**src/rtl/lcd_bus_pkg.sv**
```systemverilog
package lcd_bus_pkg;
  localparam int unsigned BYTE_W = 8;
  localparam int unsigned COL_W  = 6;
  localparam int unsigned PAGE_W = 4;
  localparam int unsigned LINE_W = 6;

  typedef enum logic [1:0] {
    EV_NONE  = 2'd0,
    EV_INSTR = 2'd1,
    EV_WDATA = 2'd2,
    EV_RDATA = 2'd3
  } bus_ev_e;
endpackage

```
**src/rtl/bus_front.sv**
```systemverilog
module bus_front
  import lcd_bus_pkg::*;
(
  input  logic              clk_i,
  input  logic              rst_ni,
  input  logic              ce_ni,
  input  logic              wr_ni,
  input  logic              di_i,
  output bus_ev_e           ev_o
);
  logic ce_q;
  logic ce_rise;

  always_ff @(posedge clk_i or negedge rst_ni) begin
    if (!rst_ni) ce_q <= 1'b1;
    else         ce_q <= ce_ni;
  end

  assign ce_rise = ce_ni & ~ce_q;

  // status read completes as EV_NONE
  always_comb begin
    ev_o = EV_NONE;
    if (ce_rise) begin
      unique case ({wr_ni, di_i})
        2'b00:   ev_o = EV_INSTR;
        2'b01:   ev_o = EV_WDATA;
        2'b11:   ev_o = EV_RDATA;
        default: ev_o = EV_NONE;
      endcase
    end
  end
endmodule

```
**src/rtl/busy_timer.sv**
```systemverilog
module busy_timer #(
  parameter int unsigned EDGES = 2
) (
  input  logic clk_i,
  input  logic rst_ni,
  input  logic phi_i,
  input  logic start_i,
  output logic busy_o
);
  localparam int unsigned CNT_W = $clog2(EDGES + 1);

  logic             phi_q;
  logic             phi_rise;
  logic [CNT_W-1:0] cnt_q;

  assign phi_rise = phi_i & ~phi_q;

  always_ff @(posedge clk_i or negedge rst_ni) begin
    if (!rst_ni) begin
      phi_q  <= 1'b0;
      busy_o <= 1'b0;
      cnt_q  <= '0;
    end else begin
      phi_q <= phi_i;
      if (start_i) begin
        busy_o <= 1'b1;
        cnt_q  <= '0;
      end else if (busy_o && phi_rise) begin
        if (cnt_q == CNT_W'(EDGES - 1)) begin
          busy_o <= 1'b0;
          cnt_q  <= '0;
        end else begin
          cnt_q <= cnt_q + 1'b1;
        end
      end
    end
  end

  p_busy_fall_on_phi_r6: assert property (@(posedge clk_i) disable iff (!rst_ni)
    $fell(busy_o) |-> $past(phi_i && !phi_q));

  p_busy_after_start_r6: assert property (@(posedge clk_i) disable iff (!rst_ni)
    start_i |=> busy_o);
endmodule

```
**src/rtl/cmd_decode.sv**
```systemverilog
module cmd_decode
  import lcd_bus_pkg::*;
(
  input  logic              clk_i,
  input  logic              rst_ni,
  input  logic              vld_i,
  input  logic [BYTE_W-1:0] op_i,
  output logic              disp_on_o,
  output logic              cnt_y_o,
  output logic              cnt_up_o,
  output logic              flag_mode_o,
  output logic              xload_o,
  output logic [COL_W-1:0]  xval_o,
  output logic              pload_o,
  output logic [PAGE_W-1:0] pval_o,
  output logic              zload_o,
  output logic [LINE_W-1:0] zval_o
);
  always_ff @(posedge clk_i or negedge rst_ni) begin
    if (!rst_ni) begin
      disp_on_o   <= 1'b0;
      cnt_y_o     <= 1'b1;
      cnt_up_o    <= 1'b1;
      flag_mode_o <= 1'b0;
      xload_o     <= 1'b0;
      pload_o     <= 1'b0;
      zload_o     <= 1'b0;
      xval_o      <= '0;
      pval_o      <= '0;
      zval_o      <= '0;
    end else begin
      xload_o <= 1'b0;
      pload_o <= 1'b0;
      zload_o <= 1'b0;
      if (vld_i) begin
        casez (op_i)
          8'b11??????: begin
            pload_o     <= 1'b1;
            pval_o      <= op_i[PAGE_W-1:0];
            flag_mode_o <= op_i[4];
          end
          8'b10??????: begin
            xload_o <= 1'b1;
            xval_o  <= op_i[COL_W-1:0];
          end
          8'b01??????: begin
            zload_o <= 1'b1;
            zval_o  <= op_i[LINE_W-1:0];
          end
          8'b000001??: begin
            cnt_y_o  <= op_i[1];
            cnt_up_o <= op_i[0];
          end
          8'b0000001?: disp_on_o <= op_i[0];
          default: ; // test mode and unused codes: no-op
        endcase
      end
    end
  end

  p_disp_only_by_op_r2: assert property (@(posedge clk_i) disable iff (!rst_ni)
    !$stable(disp_on_o) |-> $past(vld_i));

  p_mode_only_by_op_r3: assert property (@(posedge clk_i) disable iff (!rst_ni)
    (!$stable(cnt_y_o) || !$stable(cnt_up_o)) |-> $past(vld_i));

  p_load_onehot_r4: assert property (@(posedge clk_i) disable iff (!rst_ni)
    $onehot0({xload_o, pload_o, zload_o}));
endmodule

```
**src/rtl/data_port.sv**
```systemverilog
module data_port
  import lcd_bus_pkg::*;
(
  input  logic              clk_i,
  input  logic              rst_ni,
  input  logic              rd_i,
  input  logic              wr_i,
  input  logic [BYTE_W-1:0] wdata_i,
  input  logic [BYTE_W-1:0] mem_rdata_i,
  output logic [BYTE_W-1:0] out_o,
  output logic              mem_rd_o,
  output logic              mem_wr_o,
  output logic [BYTE_W-1:0] mem_wdata_o,
  output logic              step_o
);
  always_ff @(posedge clk_i or negedge rst_ni) begin
    if (!rst_ni) begin
      out_o       <= '0;
      mem_rd_o    <= 1'b0;
      mem_wr_o    <= 1'b0;
      mem_wdata_o <= '0;
      step_o      <= 1'b0;
    end else begin
      mem_rd_o <= rd_i;
      mem_wr_o <= wr_i;
      step_o   <= rd_i | wr_i;
      if (rd_i) out_o       <= mem_rdata_i;
      if (wr_i) mem_wdata_o <= wdata_i;
    end
  end

  p_out_refill_r8: assert property (@(posedge clk_i) disable iff (!rst_ni)
    rd_i |=> (out_o == $past(mem_rdata_i)));

  p_out_hold_r8: assert property (@(posedge clk_i) disable iff (!rst_ni)
    !rd_i |=> $stable(out_o));
endmodule

```
**src/rtl/lcd_bus_ctrl.sv**
```systemverilog
module lcd_bus_ctrl
  import lcd_bus_pkg::*;
#(
  parameter int unsigned BUSY_EDGES = 2
) (
  input  logic              clk_i,
  input  logic              rst_ni,
  input  logic              phi_i,
  input  logic              ce_ni,
  input  logic              wr_ni,
  input  logic              di_i,
  input  logic [7:0]        db_i,
  output logic [7:0]        db_o,
  output logic              db_oe_o,
  output logic              busy_o,
  output logic              disp_on_o,
  output logic              cnt_y_o,
  output logic              cnt_up_o,
  output logic              flag_mode_o,
  output logic              xload_o,
  output logic [5:0]        xval_o,
  output logic              pload_o,
  output logic [3:0]        pval_o,
  output logic              zload_o,
  output logic [5:0]        zval_o,
  output logic              mem_rd_o,
  output logic              mem_wr_o,
  output logic [7:0]        mem_wdata_o,
  input  logic [7:0]        mem_rdata_i,
  output logic              step_o
);
  bus_ev_e           ev;
  logic              acc;
  logic [BYTE_W-1:0] out_reg;
  logic [BYTE_W-1:0] status;

  bus_front u_front (
    .clk_i (clk_i),
    .rst_ni(rst_ni),
    .ce_ni (ce_ni),
    .wr_ni (wr_ni),
    .di_i  (di_i),
    .ev_o  (ev)
  );

  assign acc = (ev != EV_NONE) && !busy_o;

  busy_timer #(.EDGES(BUSY_EDGES)) u_busy (
    .clk_i  (clk_i),
    .rst_ni (rst_ni),
    .phi_i  (phi_i),
    .start_i(acc),
    .busy_o (busy_o)
  );

  cmd_decode u_dec (
    .clk_i      (clk_i),
    .rst_ni     (rst_ni),
    .vld_i      (acc && ev == EV_INSTR),
    .op_i       (db_i),
    .disp_on_o  (disp_on_o),
    .cnt_y_o    (cnt_y_o),
    .cnt_up_o   (cnt_up_o),
    .flag_mode_o(flag_mode_o),
    .xload_o    (xload_o),
    .xval_o     (xval_o),
    .pload_o    (pload_o),
    .pval_o     (pval_o),
    .zload_o    (zload_o),
    .zval_o     (zval_o)
  );

  data_port u_data (
    .clk_i      (clk_i),
    .rst_ni     (rst_ni),
    .rd_i       (acc && ev == EV_RDATA),
    .wr_i       (acc && ev == EV_WDATA),
    .wdata_i    (db_i),
    .mem_rdata_i(mem_rdata_i),
    .out_o      (out_reg),
    .mem_rd_o   (mem_rd_o),
    .mem_wr_o   (mem_wr_o),
    .mem_wdata_o(mem_wdata_o),
    .step_o     (step_o)
  );

  assign status  = {busy_o, 1'b0, disp_on_o, ~rst_ni, 1'b0, flag_mode_o, cnt_y_o, cnt_up_o};
  assign db_o    = di_i ? out_reg : status;
  assign db_oe_o = ~ce_ni & wr_ni;

  p_no_access_when_busy_r7: assert property (@(posedge clk_i) disable iff (!rst_ni)
    (mem_wr_o || mem_rd_o || xload_o || pload_o || zload_o) |-> !$past(busy_o));

  p_strobe_onehot_r7: assert property (@(posedge clk_i) disable iff (!rst_ni)
    $onehot0({mem_rd_o, mem_wr_o, xload_o, pload_o, zload_o}));

  p_step_with_access_r9: assert property (@(posedge clk_i) disable iff (!rst_ni)
    step_o |-> (mem_rd_o || mem_wr_o));

  p_access_needs_ce_r1: assert property (@(posedge clk_i) disable iff (!rst_ni)
    (mem_wr_o || mem_rd_o) |-> $past(ce_ni));
endmodule

```
**config.mk**
```make
export PLATFORM = sky130hd
export DESIGN_NAME = lcd_bus_ctrl
export DESIGN_NICKNAME = d
export VERILOG_FILES = /design/src/rtl/lcd_bus_pkg.sv /design/src/rtl/bus_front.sv /design/src/rtl/busy_timer.sv /design/src/rtl/cmd_decode.sv /design/src/rtl/data_port.sv /design/src/rtl/lcd_bus_ctrl.sv
export SDC_FILE = /design/constraint.sdc
export NUM_CORES = 1
export LEC_CHECK = 0
export ABC_AREA = 0
export BUFFER_PORTS_ARGS = -buffer_cell sky130_fd_sc_hd__buf_4
export CAP_MARGIN = 40
export CORE_UTILIZATION = 54
export CTS_BUF_LIST = sky130_fd_sc_hd__clkbuf_8 sky130_fd_sc_hd__clkbuf_16
export DETAILED_ROUTE_END_ITERATION = 7
export PLACE_DENSITY_LB_ADDON = 0.3
export SLEW_MARGIN = 40
export SYNTH_ARGS = -nofsm -noshare
export SYNTH_HDL_FRONTEND = slang
export SYNTH_HIERARCHICAL = 1
export SYNTH_SLANG_ARGS = --single-unit
```
**constraint.sdc**
```tcl
create_clock -name clk_i -period 3.9 [get_ports clk_i]
set_clock_uncertainty 0.15 [all_clocks]
set_input_delay 0.78 -clock clk_i [delete_from_list [all_inputs] [get_ports clk_i]]
set_output_delay 0.78 -clock clk_i [all_outputs]
set_load 0.005 [all_outputs]
```
==> results.cfg <==
[run_status]
status = completed

[global_route]
use_met2_pct = 38.2
grt_max_degree = 49
grt_pass1_vias = 1365
grt_use_total_pct = 22.5
grt_pass1_wl_um = 6740
busiest_layer = met2
met3_usage_pct = 6.16
met1_usage_pct = 28.8
antenna_found_initial = 0
grt-ovfl-total = 0

[synthesis]
synth_common_cells = 44 x dfrtp_1, 22 x mux2_4, 19 x mux2_2
yosys_warnings = 6
syn_nets = 153
synth_seq_cells = 47
post_synth_instance_area_um2 = 2030
ys.flop_type = dfrtp_1
synth_edf_count = 0
ys_seq_area_share_pct = 58.2
synth_top_cell_area_share_pct = 54.3
yosysTopAreaCell = dfrtp_1
avgSynthCellArea_um2 = 15.8
synth_area_leaders = dfrtp_1 54%, mux2_4 16%, mux2_2 11%
postSynthCellCount = 128
ys_async_sr_fraction_pct = 100
synth.distinct_cells = 26
synthMostInstantiatedCell = dfrtp_1

[power_and_ir_drop]
combinationalPowerShare_pct = 33.3
switchingPower_w = 0.000403
seqPwrFrac_pct = 49.0
swShare_pct = 26.6
leakage_nw = 1.39
ir_worst_vdd_mv = 0.409
pwr_density_cell_nw_per_um2 = 576
p_int_w = 0.00111
power.share.clock_pct = 17.7

[timing]
setup_viol = 0
rsz0062_at_grt = no
report.final.hold_viol_count = 0
holdWs_ns = 0.330
min_period_ns = 2.62
fmax_ghz = 0.382
worstMarginPinSlew_ns = 0.579
fin_tns_setup_ns = 0
fin_crit_sh_pct = 67.2
finalMaxSlewViolations = 0
worst_slew_margin_rel_pct = 61.4

[layout]
nets = 223
syn2layout_area_growth_pct = 29.9
fin_util_pct = 75.9
fill_cells = 242
layoutNonFillerInstCount = 245
drive_above_1_share_pct = 61.8
num_antenna_cells = 0

[worst_setup_path]
endpoint_kind = register
critical_path_arrival_ns = 2.65
cp-start-kind = primary input
worstSetupPathType = primary input to register
crit_required_ns = 3.93
cp_max_fo = 12

[drt]
drc = 0
drt_wl_total_um = 4120
via_per_inst = 5.20
wl_per_cell_um = 16.8
first_pass_iters = 4
ant_nets = 0
drt_iter0_markers = 39
vias = 1274

[cts]
clk_latency_ns = 0.29
postCtsResizedCells = 0
cts_tree = built
ctsHtreeMaxLevel = 2
post_cts_buffers = 0
holdBufCountCts = 0
clockBufferDepth = 2
cts_buffers = 5
cts_root_buffer = clkbuf_8
cts.sinks = 47
clk_pin_slew_ns = 0.08

[placed_design]
placedCellCount = 237
dp_hpwl_um = 3040
io_buffers = 65
gp_congestion = 0.716

[floorplanning]
fp.coreArea_um2 = 3470
rows = 21
ios = 66
start_util_pct = 58.5
fp.dieW_um = 63.3
die_height_um = 63.3
die_area_um2 = 4000

[hold_path]
min_path_type = primary input to asynchronous set/reset pin

[flow_run]
drv_cap = 0
[per-layer routing]
metal / share of wire (%) / routed length [um]
met3: 5.7 / 234
met5: 0 / 0
met1: 42 / 1740
met2: 51 / 2120
met4: 0.66 / 27
[kinds of logic (layout without fill, tap and decap cells)]
| family | after synthesis | after routing | synth area share (%) |
|---|---|---|---|
| flops | 47 | 47 | 58.2 |
| fa+ha+maj | 3 | 3 | 1.85 |
| compound gates | 2 | 2 | 0.617 |
| mux | 42 | 42 | 27.4 |
| buf+inv | 8 | 79 | 2.59 |
| simple gates | 26 | 26 | 9.38 |
[worst max-delay path, cell delays in order]
cell and delay (ns):
buf_4 0.17, ha_1 0.28, and3b_1 0.23, nor3b_1 0.36, nor2b_2 0.26, nand2_1 0.23, mux2_2 0.34
[worst paths after layout]
check	startpoint	endpoint	slack, ns	depth (start not counted)
min reg2reg	u_dec/zval_o[0]$_DFFE_PN0P_	u_dec/zval_o[0]$_DFFE_PN0P_	0.36	1
min in group clk_i	u_dec/zval_o[0]$_DFFE_PN0P_	u_dec/zval_o[0]$_DFFE_PN0P_	0.36	1
min	rst_ni	u_data/out_o[1]$_DFFE_PN0P_	0.33	1
max in group asynchronous	rst_ni	u_data/mem_wdata_o[2]$_DFFE_PN0P_	2.87	1
max	di_i	u_dec/xval_o[0]$_DFFE_PN0P_	1.28	7
max reg2reg	u_front/ce_q$_DFF_PN1_	u_dec/xval_o[0]$_DFFE_PN0P_	1.79	5
[cells in the final DEF, fill, tap and decap left out, types with 2 or more instances in the layout]
master,synthesis,routed
and2_2,2,2
and3b_1,2,2
buf_4,0,66
clkbuf_8,0,5
dfrtp_1,44,44
dfstp_2,3,3
ha_1,3,3
inv_1,5,7
mux2_2,19,19
mux2_4,22,22
nand2_1,2,2
nand3b_1,2,2
nor2_1,4,4
nor2b_1,2,2
nor3b_1,3,2
[power by group through the flow]
stage | clock network [W] | registers [W] | logic (W)
floorplan | 0 | 0.000738 | 0.000219
global placement | 0 | 0.000743 | 0.000493
detailed placement | 0 | 0.000753 | 0.000509
CTS | 0.000279 | 0.000744 | 0.000513
global route | 0.000297 | 0.000762 | 0.000541
finish | 0.000268 | 0.000744 | 0.000505
[stage by stage]
stage	power (W)	setup WS, ns	area, um2
final	0.00152	1.28	2630
after detailed placement	0.00126	0.965	2550
after floorplan	0.000957	1.44	2030
after global placement	0.00124	1.06	2550
after global routing	0.00160	1.16	2630
after CTS	0.00154	1.28	2630
[flip-flops by register name, summed over array words and instances, names as in the netlist]
register and count:
u_data/mem_wdata_o 8, u_data/out_o 8, u_dec/xval_o 6, u_dec/zval_o 6, u_dec/pval_o 4, u_busy/cnt_q 2
u_busy/busy_o 1, u_busy/phi_q 1, u_data/mem_rd_o 1, u_data/mem_wr_o 1, u_data/step_o 1, u_dec/cnt_up_o 1
u_dec/cnt_y_o 1, u_dec/disp_on_o 1, u_dec/flag_mode_o 1, u_dec/pload_o 1, u_dec/xload_o 1, u_dec/zload_o 1
u_front/ce_q 1
[cell type report]
class | instances | area, um2 | area share (%)
sequential | 47 | 1180 | 44.8
inverter | 5 | 18.8 | 0.713
clock inverter | 3 | 12.5 | 0.475
multi-input combinational | 73 | 801 | 30.4
tap | 46 | 57.6 | 2.19
clock buffer | 5 | 68.8 | 2.61
timing repair buffer | 66 | 495 | 18.8
(Power assumes the default switching activity.)
